`src/rtl/ldm_pkg.sv`:
```
package ldm_pkg;
    parameter int unsigned LDM_NREG = 16;
    parameter int unsigned LDM_DW   = 32;

    typedef enum logic [1:0] {
        ST_IDLE,
        ST_XFER,
        ST_UNDO,
        ST_FIN
    } seq_st_e;
endpackage

```
`src/rtl/ldm_regfile.sv`:
```
module ldm_regfile #(
    parameter int unsigned NREG  = 16,
    parameter int unsigned DW    = 32,
    localparam int unsigned IW   = $clog2(NREG)
) (
    input  logic          clk,
    input  logic          rst_n,
    input  logic          we,
    input  logic [IW-1:0] widx,
    input  logic [DW-1:0] wdata,
    input  logic [IW-1:0] ra_idx,
    output logic [DW-1:0] ra_data,
    input  logic [IW-1:0] rb_idx,
    output logic [DW-1:0] rb_data,
    input  logic [IW-1:0] rc_idx,
    output logic [DW-1:0] rc_data
);
    logic [DW-1:0] rf_q [NREG];

    always_ff @(posedge clk or negedge rst_n) begin
        if (!rst_n) begin
            for (int i = 0; i < int'(NREG); i++) rf_q[i] <= '0;
        end else if (we) begin
            rf_q[widx] <= wdata;
        end
    end

    assign ra_data = rf_q[ra_idx];
    assign rb_data = rf_q[rb_idx];
    assign rc_data = rf_q[rc_idx];
endmodule

```
`src/rtl/ldm_pick.sv`:
```
module ldm_pick #(
    parameter int unsigned NREG = 16,
    localparam int unsigned IW  = $clog2(NREG),
    localparam int unsigned CW  = $clog2(NREG + 1)
) (
    input  logic [NREG-1:0] mask,
    output logic [IW-1:0]   low_idx,
    output logic            any,
    output logic [CW-1:0]   count
);
    always_comb begin
        low_idx = '0;
        count   = '0;
        for (int i = int'(NREG) - 1; i >= 0; i--) begin
            if (mask[i]) low_idx = IW'(i);
        end
        for (int i = 0; i < int'(NREG); i++) begin
            count = count + CW'(mask[i]);
        end
    end

    assign any = |mask;
endmodule

```
`src/rtl/ldm_addr.sv`:
```
module ldm_addr #(
    parameter int unsigned DW   = 32,
    parameter int unsigned NREG = 16,
    localparam int unsigned CW  = $clog2(NREG + 1),
    localparam int unsigned STEP = DW / 8
) (
    input  logic [DW-1:0] base_val,
    input  logic [CW-1:0] count,
    input  logic          up,
    input  logic          pre,
    output logic [DW-1:0] first_addr,
    output logic [DW-1:0] final_addr
);
    logic [DW-1:0] span;
    logic [DW-1:0] low;

    always_comb begin
        span       = DW'(count) * DW'(STEP);
        low        = up ? base_val : base_val - span;
        first_addr = (pre == up) ? low + DW'(STEP) : low;
        final_addr = up ? base_val + span : base_val - span;
    end
endmodule

```
`src/rtl/ldm_seq.sv`:
```
module ldm_seq
    import ldm_pkg::*;
#(
    parameter int unsigned NREG = LDM_NREG,
    parameter int unsigned DW   = LDM_DW,
    localparam int unsigned IW  = $clog2(NREG),
    localparam int unsigned CW  = $clog2(NREG + 1),
    localparam int unsigned STEP = DW / 8,
    localparam logic [IW-1:0] PC_IDX = IW'(NREG - 1)
) (
    input  logic            clk,
    input  logic            rst_n,
    input  logic            start_i,
    input  logic [NREG-1:0] list_i,
    input  logic [IW-1:0]   base_i,
    input  logic [DW-1:0]   pc_i,
    input  logic            up_i,
    input  logic            pre_i,
    input  logic            wb_i,
    input  logic            load_i,
    input  logic            wr_en_i,
    input  logic [IW-1:0]   wr_idx_i,
    input  logic [DW-1:0]   wr_data_i,
    input  logic [IW-1:0]   rd_idx_i,
    output logic [DW-1:0]   rd_data_o,
    output logic            busy_o,
    output logic            done_o,
    output logic            abort_o,
    output logic            mem_valid_o,
    input  logic            mem_ready_i,
    output logic            mem_we_o,
    output logic [DW-1:0]   mem_addr_o,
    output logic [DW-1:0]   mem_wdata_o,
    input  logic [DW-1:0]   mem_rdata_i,
    input  logic            mem_abort_i
);
    typedef struct packed {
        seq_st_e         st;
        logic [NREG-1:0] rem;
        logic [DW-1:0]   acc;
        logic [DW-1:0]   init;
        logic [DW-1:0]   fin;
        logic [IW-1:0]   base;
        logic            load;
        logic            wb;
        logic            abort;
        logic            prev_v;
        logic [IW-1:0]   prev_idx;
        logic [DW-1:0]   prev_old;
    } seq_t;

    seq_t seq_d, seq_q;

    // register file write port (single, arbitrated below)
    logic          rf_we;
    logic [IW-1:0] rf_widx;
    logic [DW-1:0] rf_wdata;
    logic [DW-1:0] cur_data;
    logic [DW-1:0] base_rd;

    // selection helpers
    logic [IW-1:0] start_low_unused;
    logic          start_any;
    logic [CW-1:0] start_cnt;
    logic [IW-1:0] cur_idx;
    logic          cur_any_unused;
    logic [CW-1:0] cur_cnt_unused;
    logic [DW-1:0] base_val;
    logic [DW-1:0] first_addr;
    logic [DW-1:0] final_addr;
    logic [NREG-1:0] rem_next;

    ldm_regfile #(.NREG(NREG), .DW(DW)) u_rf (
        .clk     (clk),
        .rst_n   (rst_n),
        .we      (rf_we),
        .widx    (rf_widx),
        .wdata   (rf_wdata),
        .ra_idx  (rd_idx_i),
        .ra_data (rd_data_o),
        .rb_idx  (cur_idx),
        .rb_data (cur_data),
        .rc_idx  (base_i),
        .rc_data (base_rd)
    );

    ldm_pick #(.NREG(NREG)) u_pick_start (
        .mask    (list_i),
        .low_idx (start_low_unused),
        .any     (start_any),
        .count   (start_cnt)
    );

    ldm_pick #(.NREG(NREG)) u_pick_cur (
        .mask    (seq_q.rem),
        .low_idx (cur_idx),
        .any     (cur_any_unused),
        .count   (cur_cnt_unused)
    );

    assign base_val = (base_i == PC_IDX) ? pc_i + DW'(2 * STEP) : base_rd;

    ldm_addr #(.DW(DW), .NREG(NREG)) u_addr (
        .base_val   (base_val),
        .count      (start_cnt),
        .up         (up_i),
        .pre        (pre_i),
        .first_addr (first_addr),
        .final_addr (final_addr)
    );

    assign rem_next = seq_q.rem & ~(NREG'(1) << cur_idx);

    always_comb begin
        seq_d    = seq_q;
        rf_we    = 1'b0;
        rf_widx  = '0;
        rf_wdata = '0;
        unique case (seq_q.st)
            ST_IDLE: begin
                if (wr_en_i) begin
                    rf_we    = 1'b1;
                    rf_widx  = wr_idx_i;
                    rf_wdata = wr_data_i;
                end
                if (start_i) begin
                    seq_d.rem    = list_i;
                    seq_d.acc    = first_addr;
                    seq_d.init   = base_val;
                    seq_d.fin    = final_addr;
                    seq_d.base   = base_i;
                    seq_d.load   = load_i;
                    seq_d.wb     = wb_i;
                    seq_d.abort  = 1'b0;
                    seq_d.prev_v = 1'b0;
                    seq_d.st     = start_any ? ST_XFER : ST_FIN;
                end
            end
            ST_XFER: begin
                if (mem_ready_i) begin
                    seq_d.rem = rem_next;
                    seq_d.acc = seq_q.acc + DW'(STEP);
                    if (seq_q.load) begin
                        if (mem_abort_i) begin
                            seq_d.abort = 1'b1;
                            seq_d.st    = ST_UNDO;
                        end else begin
                            rf_we          = 1'b1;
                            rf_widx        = cur_idx;
                            rf_wdata       = mem_rdata_i;
                            seq_d.prev_v   = 1'b1;
                            seq_d.prev_idx = cur_idx;
                            seq_d.prev_old = cur_data;
                            if (rem_next == '0) seq_d.st = ST_FIN;
                        end
                    end else begin
                        seq_d.abort = seq_q.abort | mem_abort_i;
                        if (rem_next == '0) seq_d.st = ST_FIN;
                    end
                end
            end
            ST_UNDO: begin
                if (seq_q.prev_v) begin
                    rf_we    = 1'b1;
                    rf_widx  = seq_q.prev_idx;
                    rf_wdata = seq_q.prev_old;
                end
                seq_d.st = ST_FIN;
            end
            ST_FIN: begin
                if (seq_q.base != PC_IDX) begin
                    if (seq_q.wb) begin
                        rf_we    = 1'b1;
                        rf_widx  = seq_q.base;
                        rf_wdata = seq_q.fin;
                    end else if (seq_q.abort && seq_q.load) begin
                        rf_we    = 1'b1;
                        rf_widx  = seq_q.base;
                        rf_wdata = seq_q.init;
                    end
                end
                seq_d.st = ST_IDLE;
            end
            default: seq_d.st = ST_IDLE;
        endcase
    end

    always_ff @(posedge clk or negedge rst_n) begin
        if (!rst_n) begin
            seq_q    <= '0;
            seq_q.st <= ST_IDLE;
        end else begin
            seq_q <= seq_d;
        end
    end

    assign busy_o      = seq_q.st != ST_IDLE;
    assign done_o      = seq_q.st == ST_FIN;
    assign abort_o     = done_o && seq_q.abort;
    assign mem_valid_o = seq_q.st == ST_XFER;
    assign mem_we_o    = !seq_q.load;
    assign mem_addr_o  = seq_q.acc;
    assign mem_wdata_o = cur_data;


    bus_idle_chk: assert property (@(posedge clk) disable iff (!rst_n)
        !busy_o |-> !mem_valid_o);

    addr_hold_chk: assert property (@(posedge clk) disable iff (!rst_n)
        (mem_valid_o && !mem_ready_i) |=> (mem_valid_o && $stable(mem_addr_o)));

    done_pulse_chk: assert property (@(posedge clk) disable iff (!rst_n)
        done_o |=> !done_o);

    abort_late_chk: assert property (@(posedge clk) disable iff (!rst_n)
        abort_o |-> done_o);

    load_halt_chk: assert property (@(posedge clk) disable iff (!rst_n)
        (mem_valid_o && mem_ready_i && mem_abort_i && !mem_we_o) |=> !mem_valid_o);

    addr_step_chk: assert property (@(posedge clk) disable iff (!rst_n)
        (mem_valid_o && mem_ready_i) |=>
            (!mem_valid_o || mem_addr_o == $past(mem_addr_o) + DW'(STEP)));
endmodule

```
`config.mk`:
```
export PLATFORM = sky130hd
export DESIGN_NAME = ldm_seq
export DESIGN_NICKNAME = d
export VERILOG_FILES = /design/src/rtl/ldm_pkg.sv /design/src/rtl/ldm_regfile.sv /design/src/rtl/ldm_pick.sv /design/src/rtl/ldm_addr.sv /design/src/rtl/ldm_seq.sv
export SDC_FILE = /design/constraint.sdc
export NUM_CORES = 2
export LEC_CHECK = 0
export CAP_MARGIN = 20
export CORE_ASPECT_RATIO = 1.1
export CORE_MARGIN = 2
export CORE_UTILIZATION = 50
export DETAILED_ROUTE_END_ITERATION = 8
export GPL_ROUTABILITY_DRIVEN = 1
export PLACE_DENSITY = 0.82
export REMOVE_ABC_BUFFERS = 1
export SYNTH_ARGS = -nofsm -noshare
export SYNTH_HDL_FRONTEND = slang
export SYNTH_SLANG_ARGS = --single-unit
export TNS_END_PERCENT = 50
```
`constraint.sdc`:
```
create_clock -name clk -period 4.6 [get_ports clk]
set_input_delay 0.92 -clock clk [delete_from_list [all_inputs] [get_ports clk]]
set_output_delay 0.92 -clock clk [all_outputs]
set_load 0.02 [all_outputs]
```
==> qor.log <==
INFO  die            num_rows=111
INFO  synthesis      syn_avg_cell_area=9.66um^2
INFO  route          drt_wl_total=181000um
INFO  route          drt_pre_antenna_iters=7
INFO  clock_tree     tritoncts_clock_tree=done
INFO  layout         fin_nets=5002
INFO  synthesis      seq_area_frac_synth=0.400
INFO  global_routing global_route_usage_over_all_layers=0.417
INFO  die            effective_utilization_at_floorplan=0.504
INFO  min_path       holdCritPathClass=in -> async
INFO  clock_tree     tritoncts.num_buffers=74
INFO  timing         timing.fmax=150MHz
INFO  setup_path     critPathArrivalTime=7.21ns
INFO  pwr            static-leakage-power=22.4nW
INFO  die            num_io_pins=235
INFO  layout         post_route_cells_drive_above_1_share=0.261
INFO  route          antenna_violating_nets_post_route=0
INFO  clock_tree     cts_htree_levels=3
INFO  synthesis      post_synth_num_cell_types=104
INFO  setup_path     critPathCaptureType=flop
INFO  timing         max_slew.worst_pin.slew=1.13ns
INFO  die            chipHeight=307um
INFO  global_routing number_of_global_route_vias_before_repair=41293
INFO  timing         rsz_0062_raised_after_global_routing=true
INFO  timing         fin_ws=-2.08ns
INFO  clock_tree     cts.reportedPaths.clkPinSlew=0.06ns
INFO  clock_tree     root_buffer=sky130_fd_sc_hd__clkbuf_16
INFO  setup_path     worst_path_largest_cell_delay=0.58ns
INFO  placement      place.detailed.hpwl=120000um
INFO  layout         most-common-layout-cells=713 x sky130_fd_sc_hd__nand2_1, 665 x sky130_fd_sc_hd__dfrtp_1, 543 x sky130_fd_sc_hd__o21ai_0, 519 x sky130_fd_sc_hd__buf_4, 273 x sky130_fd_sc_hd__a21oi_1
INFO  route          drcViolationCount=0
INFO  timing         timing.final.max_slew_violations=0
INFO  setup_path     worst_path_most_repeated_cell=sky130_fd_sc_hd__fa_1
INFO  layout         final_design_area_no_fill=0.0525mm^2
INFO  route          first_iter_violations=6991
INFO  global_routing grt_max_degree=100
INFO  setup_path     start_kind=input port
INFO  pwr            ir_worst_vdd=484uV
INFO  placement      gpl.final_weighted_congestion=1.02
INFO  route          via_per_inst=7.07
INFO  synthesis      yosys_register_bits=668
INFO  clock_tree     clk-insertion-delay-late=0.65ns
INFO  setup_path     critPathKind=in -> reg
INFO  clock_tree     cts_buffer_depth=3
INFO  die            die_w=280um
INFO  timing         clock_skew=0.0343ns
INFO  placement      io_buffers=234
INFO  clock_tree     hold_buffers=0
INFO  placement      dpl_cell_area=0.0488mm^2
INFO  layout         layout_commonest_cell=sky130_fd_sc_hd__nand2_1
INFO  synthesis      synthesis.area=0.0418mm^2
INFO  run            maximum_capacitance_violations=0
INFO  synthesis      synth_enable_flop_cells=0
INFO  die            design.core.area=0.0831mm^2
INFO  status         run_status=finished with violations
INFO  setup_path     worst_path_max_delay_cell=sky130_fd_sc_hd__fa_2
INFO  route          vias=42141
INFO  global_routing global_route.overflow_total=0
INFO  timing         finalCritPeriodShare=1.45
INFO  setup_path     cp_max_fo=4
INFO  layout         area_growth=25.5%
INFO  timing         setup_total_negative_slack=-81.53ns
INFO  synthesis      dominantRegCellSynth=sky130_fd_sc_hd__dfrtp_1
INFO  pwr            p_per_area=662mW/mm^2
INFO  timing         total_count_of_hold_check_failures_in_the_final_report=0
INFO  global_routing global_route_wire_length_before_repair=265000um
INFO  setup_path     cp_data_required_time=5.12ns
INFO  global_routing grt_antenna_before_repair=11
INFO  setup_path     cp_cell_sequence=buf_8, inv_4, ha_4, inv_2, fa_1, fa_1, fa_1, fa_1, fa_2, fa_2, inv_2, ha_4, o21bai_4, a21oi_2, o311ai_2, nor3_2, buf_4, nand2_2, or3_4, nor4b_4, xor2_1, or3_4, or3_1, a31o_1
INFO  timing         period_needed=6.68ns
INFO  status         failed_checks=negative setup slack
INFO  synthesis      synth_cells=4332
INFO  synthesis      synth-async-reset-ratio=1.00
INFO  timing         total_setup_violations_reported_at_the_end_of_the_flow=83
INFO  synthesis      ys.warnings.count=0
INFO  die            fp.dieArea=0.0860mm^2
INFO  clock_tree     cts_sinks=668
INFO  route          wl_per_cell=30.3um
INFO  timing         max_slew_margin=0.246
per-layer routing:
| layer | vias to the layer above | global-route usage | wire, um |
|---|---|---|---|
| li1 | 16968 | - | - |
| met1 | 20090 | 0.493 | 59300 |
| met2 | 3853 | 0.586 | 74000 |
| met3 | 1214 | 0.173 | 28400 |
| met4 | 16 | 0.356 | 19000 |
| met5 | - | 0 | 94 |
path summary, 6_finish.rpt:
check / from / to / slack [ns] / cells after the start
setup / recovery: list_i[1] / mem_addr_o[30] / -2.08 / 24
hold / removal: rst_n / u_rf.rf_q[197] / 0.34 / 1
setup reg to reg: u_rf.rf_q[66] / mem_addr_o[19] / -0.37 / 22
hold reg to reg: seq_q[90] / seq_q[90] / 0.47 / 2
max in group asynchronous: rst_n / u_rf.rf_q[419] / 3.19 / 2
min in group clk: seq_q[90] / seq_q[90] / 0.47 / 2
sequential cells by signal (all words and copies together) (netlist names):
signal,cells
u_rf.rf_q,512
seq_q,124
mem_addr_o,32
cell families (layout without fill, tap and decap cells):
kind of cell	Yosys count	in the layout	synth area share
AND/OR/NAND/NOR	1316	1316	0.141
multiplexers	426	426	0.181
AO/OA/AOI/OAI	1327	1327	0.194
buffers and inverters	467	1020	0.0524
other	0	6	0
XOR/XNOR	96	96	0.0201
flip-flops	668	668	0.400
adder cells (fa/ha/maj)	32	32	0.0117
area by class of cell:
| class | instances | area, um^2 |
|---|---|---|
| Multi-Input combinational cell | 3197 | 24100 |
| Fill cell | 6409 | 30500 |
| Clock buffer | 100 | 2080 |
| Inverter | 58 | 223 |
| Antenna cell | 6 | 15.0 |
| Timing Repair Buffer | 837 | 7760 |
| Tap cell | 1073 | 1340 |
| Clock inverter | 25 | 304 |
| Sequential cell | 668 | 16700 |
critical path: cells and delay by family:
| kind | cells | cell delay, ns |
|---|---|---|
| adders and majority gates | 8 | 3.35 |
| and+or+nand+nor | 6 | 1.77 |
| AOI/OAI and AO/OA | 4 | 0.60 |
| buffers and inverters | 5 | 0.39 |
| xor gates and xnor gates | 1 | 0.14 |
synth_stat cells, drive strengths merged, types with 32 or more instances:
| library cell | count | area [um^2] |
|---|---|---|
| nand2 | 729 | 2740 |
| a22oi | 44 | 330 |
| a221oi | 100 | 876 |
| nor2b | 46 | 288 |
| clkbuf | 298 | 1120 |
| xor2 | 36 | 315 |
| a21oi | 289 | 1450 |
| nand3 | 57 | 308 |
| mux2i | 106 | 1060 |
| mux4 | 254 | 5770 |
| o22ai | 32 | 200 |
| mux2 | 66 | 743 |
| inv | 57 | 214 |
| nor2 | 242 | 911 |
| and3 | 42 | 263 |
| nand4 | 34 | 240 |
| a22o | 68 | 596 |
| dfrtp | 668 | 16700 |
| buf | 110 | 846 |
| xnor2 | 60 | 526 |
| nor3 | 44 | 230 |
| o21ai | 586 | 2930 |
through the flow:
stage | util | power [mW] | hold WS, ns | cells | worst slack (ns)
3_3_place_gp | 0.588 | 26.4 | 0.452 | 5802 | -3.33
2_1_floorplan | - | 17.6 | 0.439 | 3923 | -8.43
6_report | 0.632 | 34.8 | 0.337 | 5964 | -2.08
4_1_cts | 0.626 | 33.4 | 0.334 | 5949 | -2.19
5_1_grt | 0.632 | 35.8 | 0.379 | 5958 | -2.26
3_5_place_dp | 0.588 | 26.8 | 0.463 | 5802 | -3.37
power breakdown:
part	internal [mW]	switching, mW
registers	7.82	2.05
logic	7.50	11.3
clock network	3.51	2.58
repair_timing:
action                                  in CTS  in global routing
gates resized for setup                    270                134
endpoints found under the setup margin      90                 90
pin swaps                                   88                 64
setup buffers                               24                 12
Power figures use the tool's default switching activity.
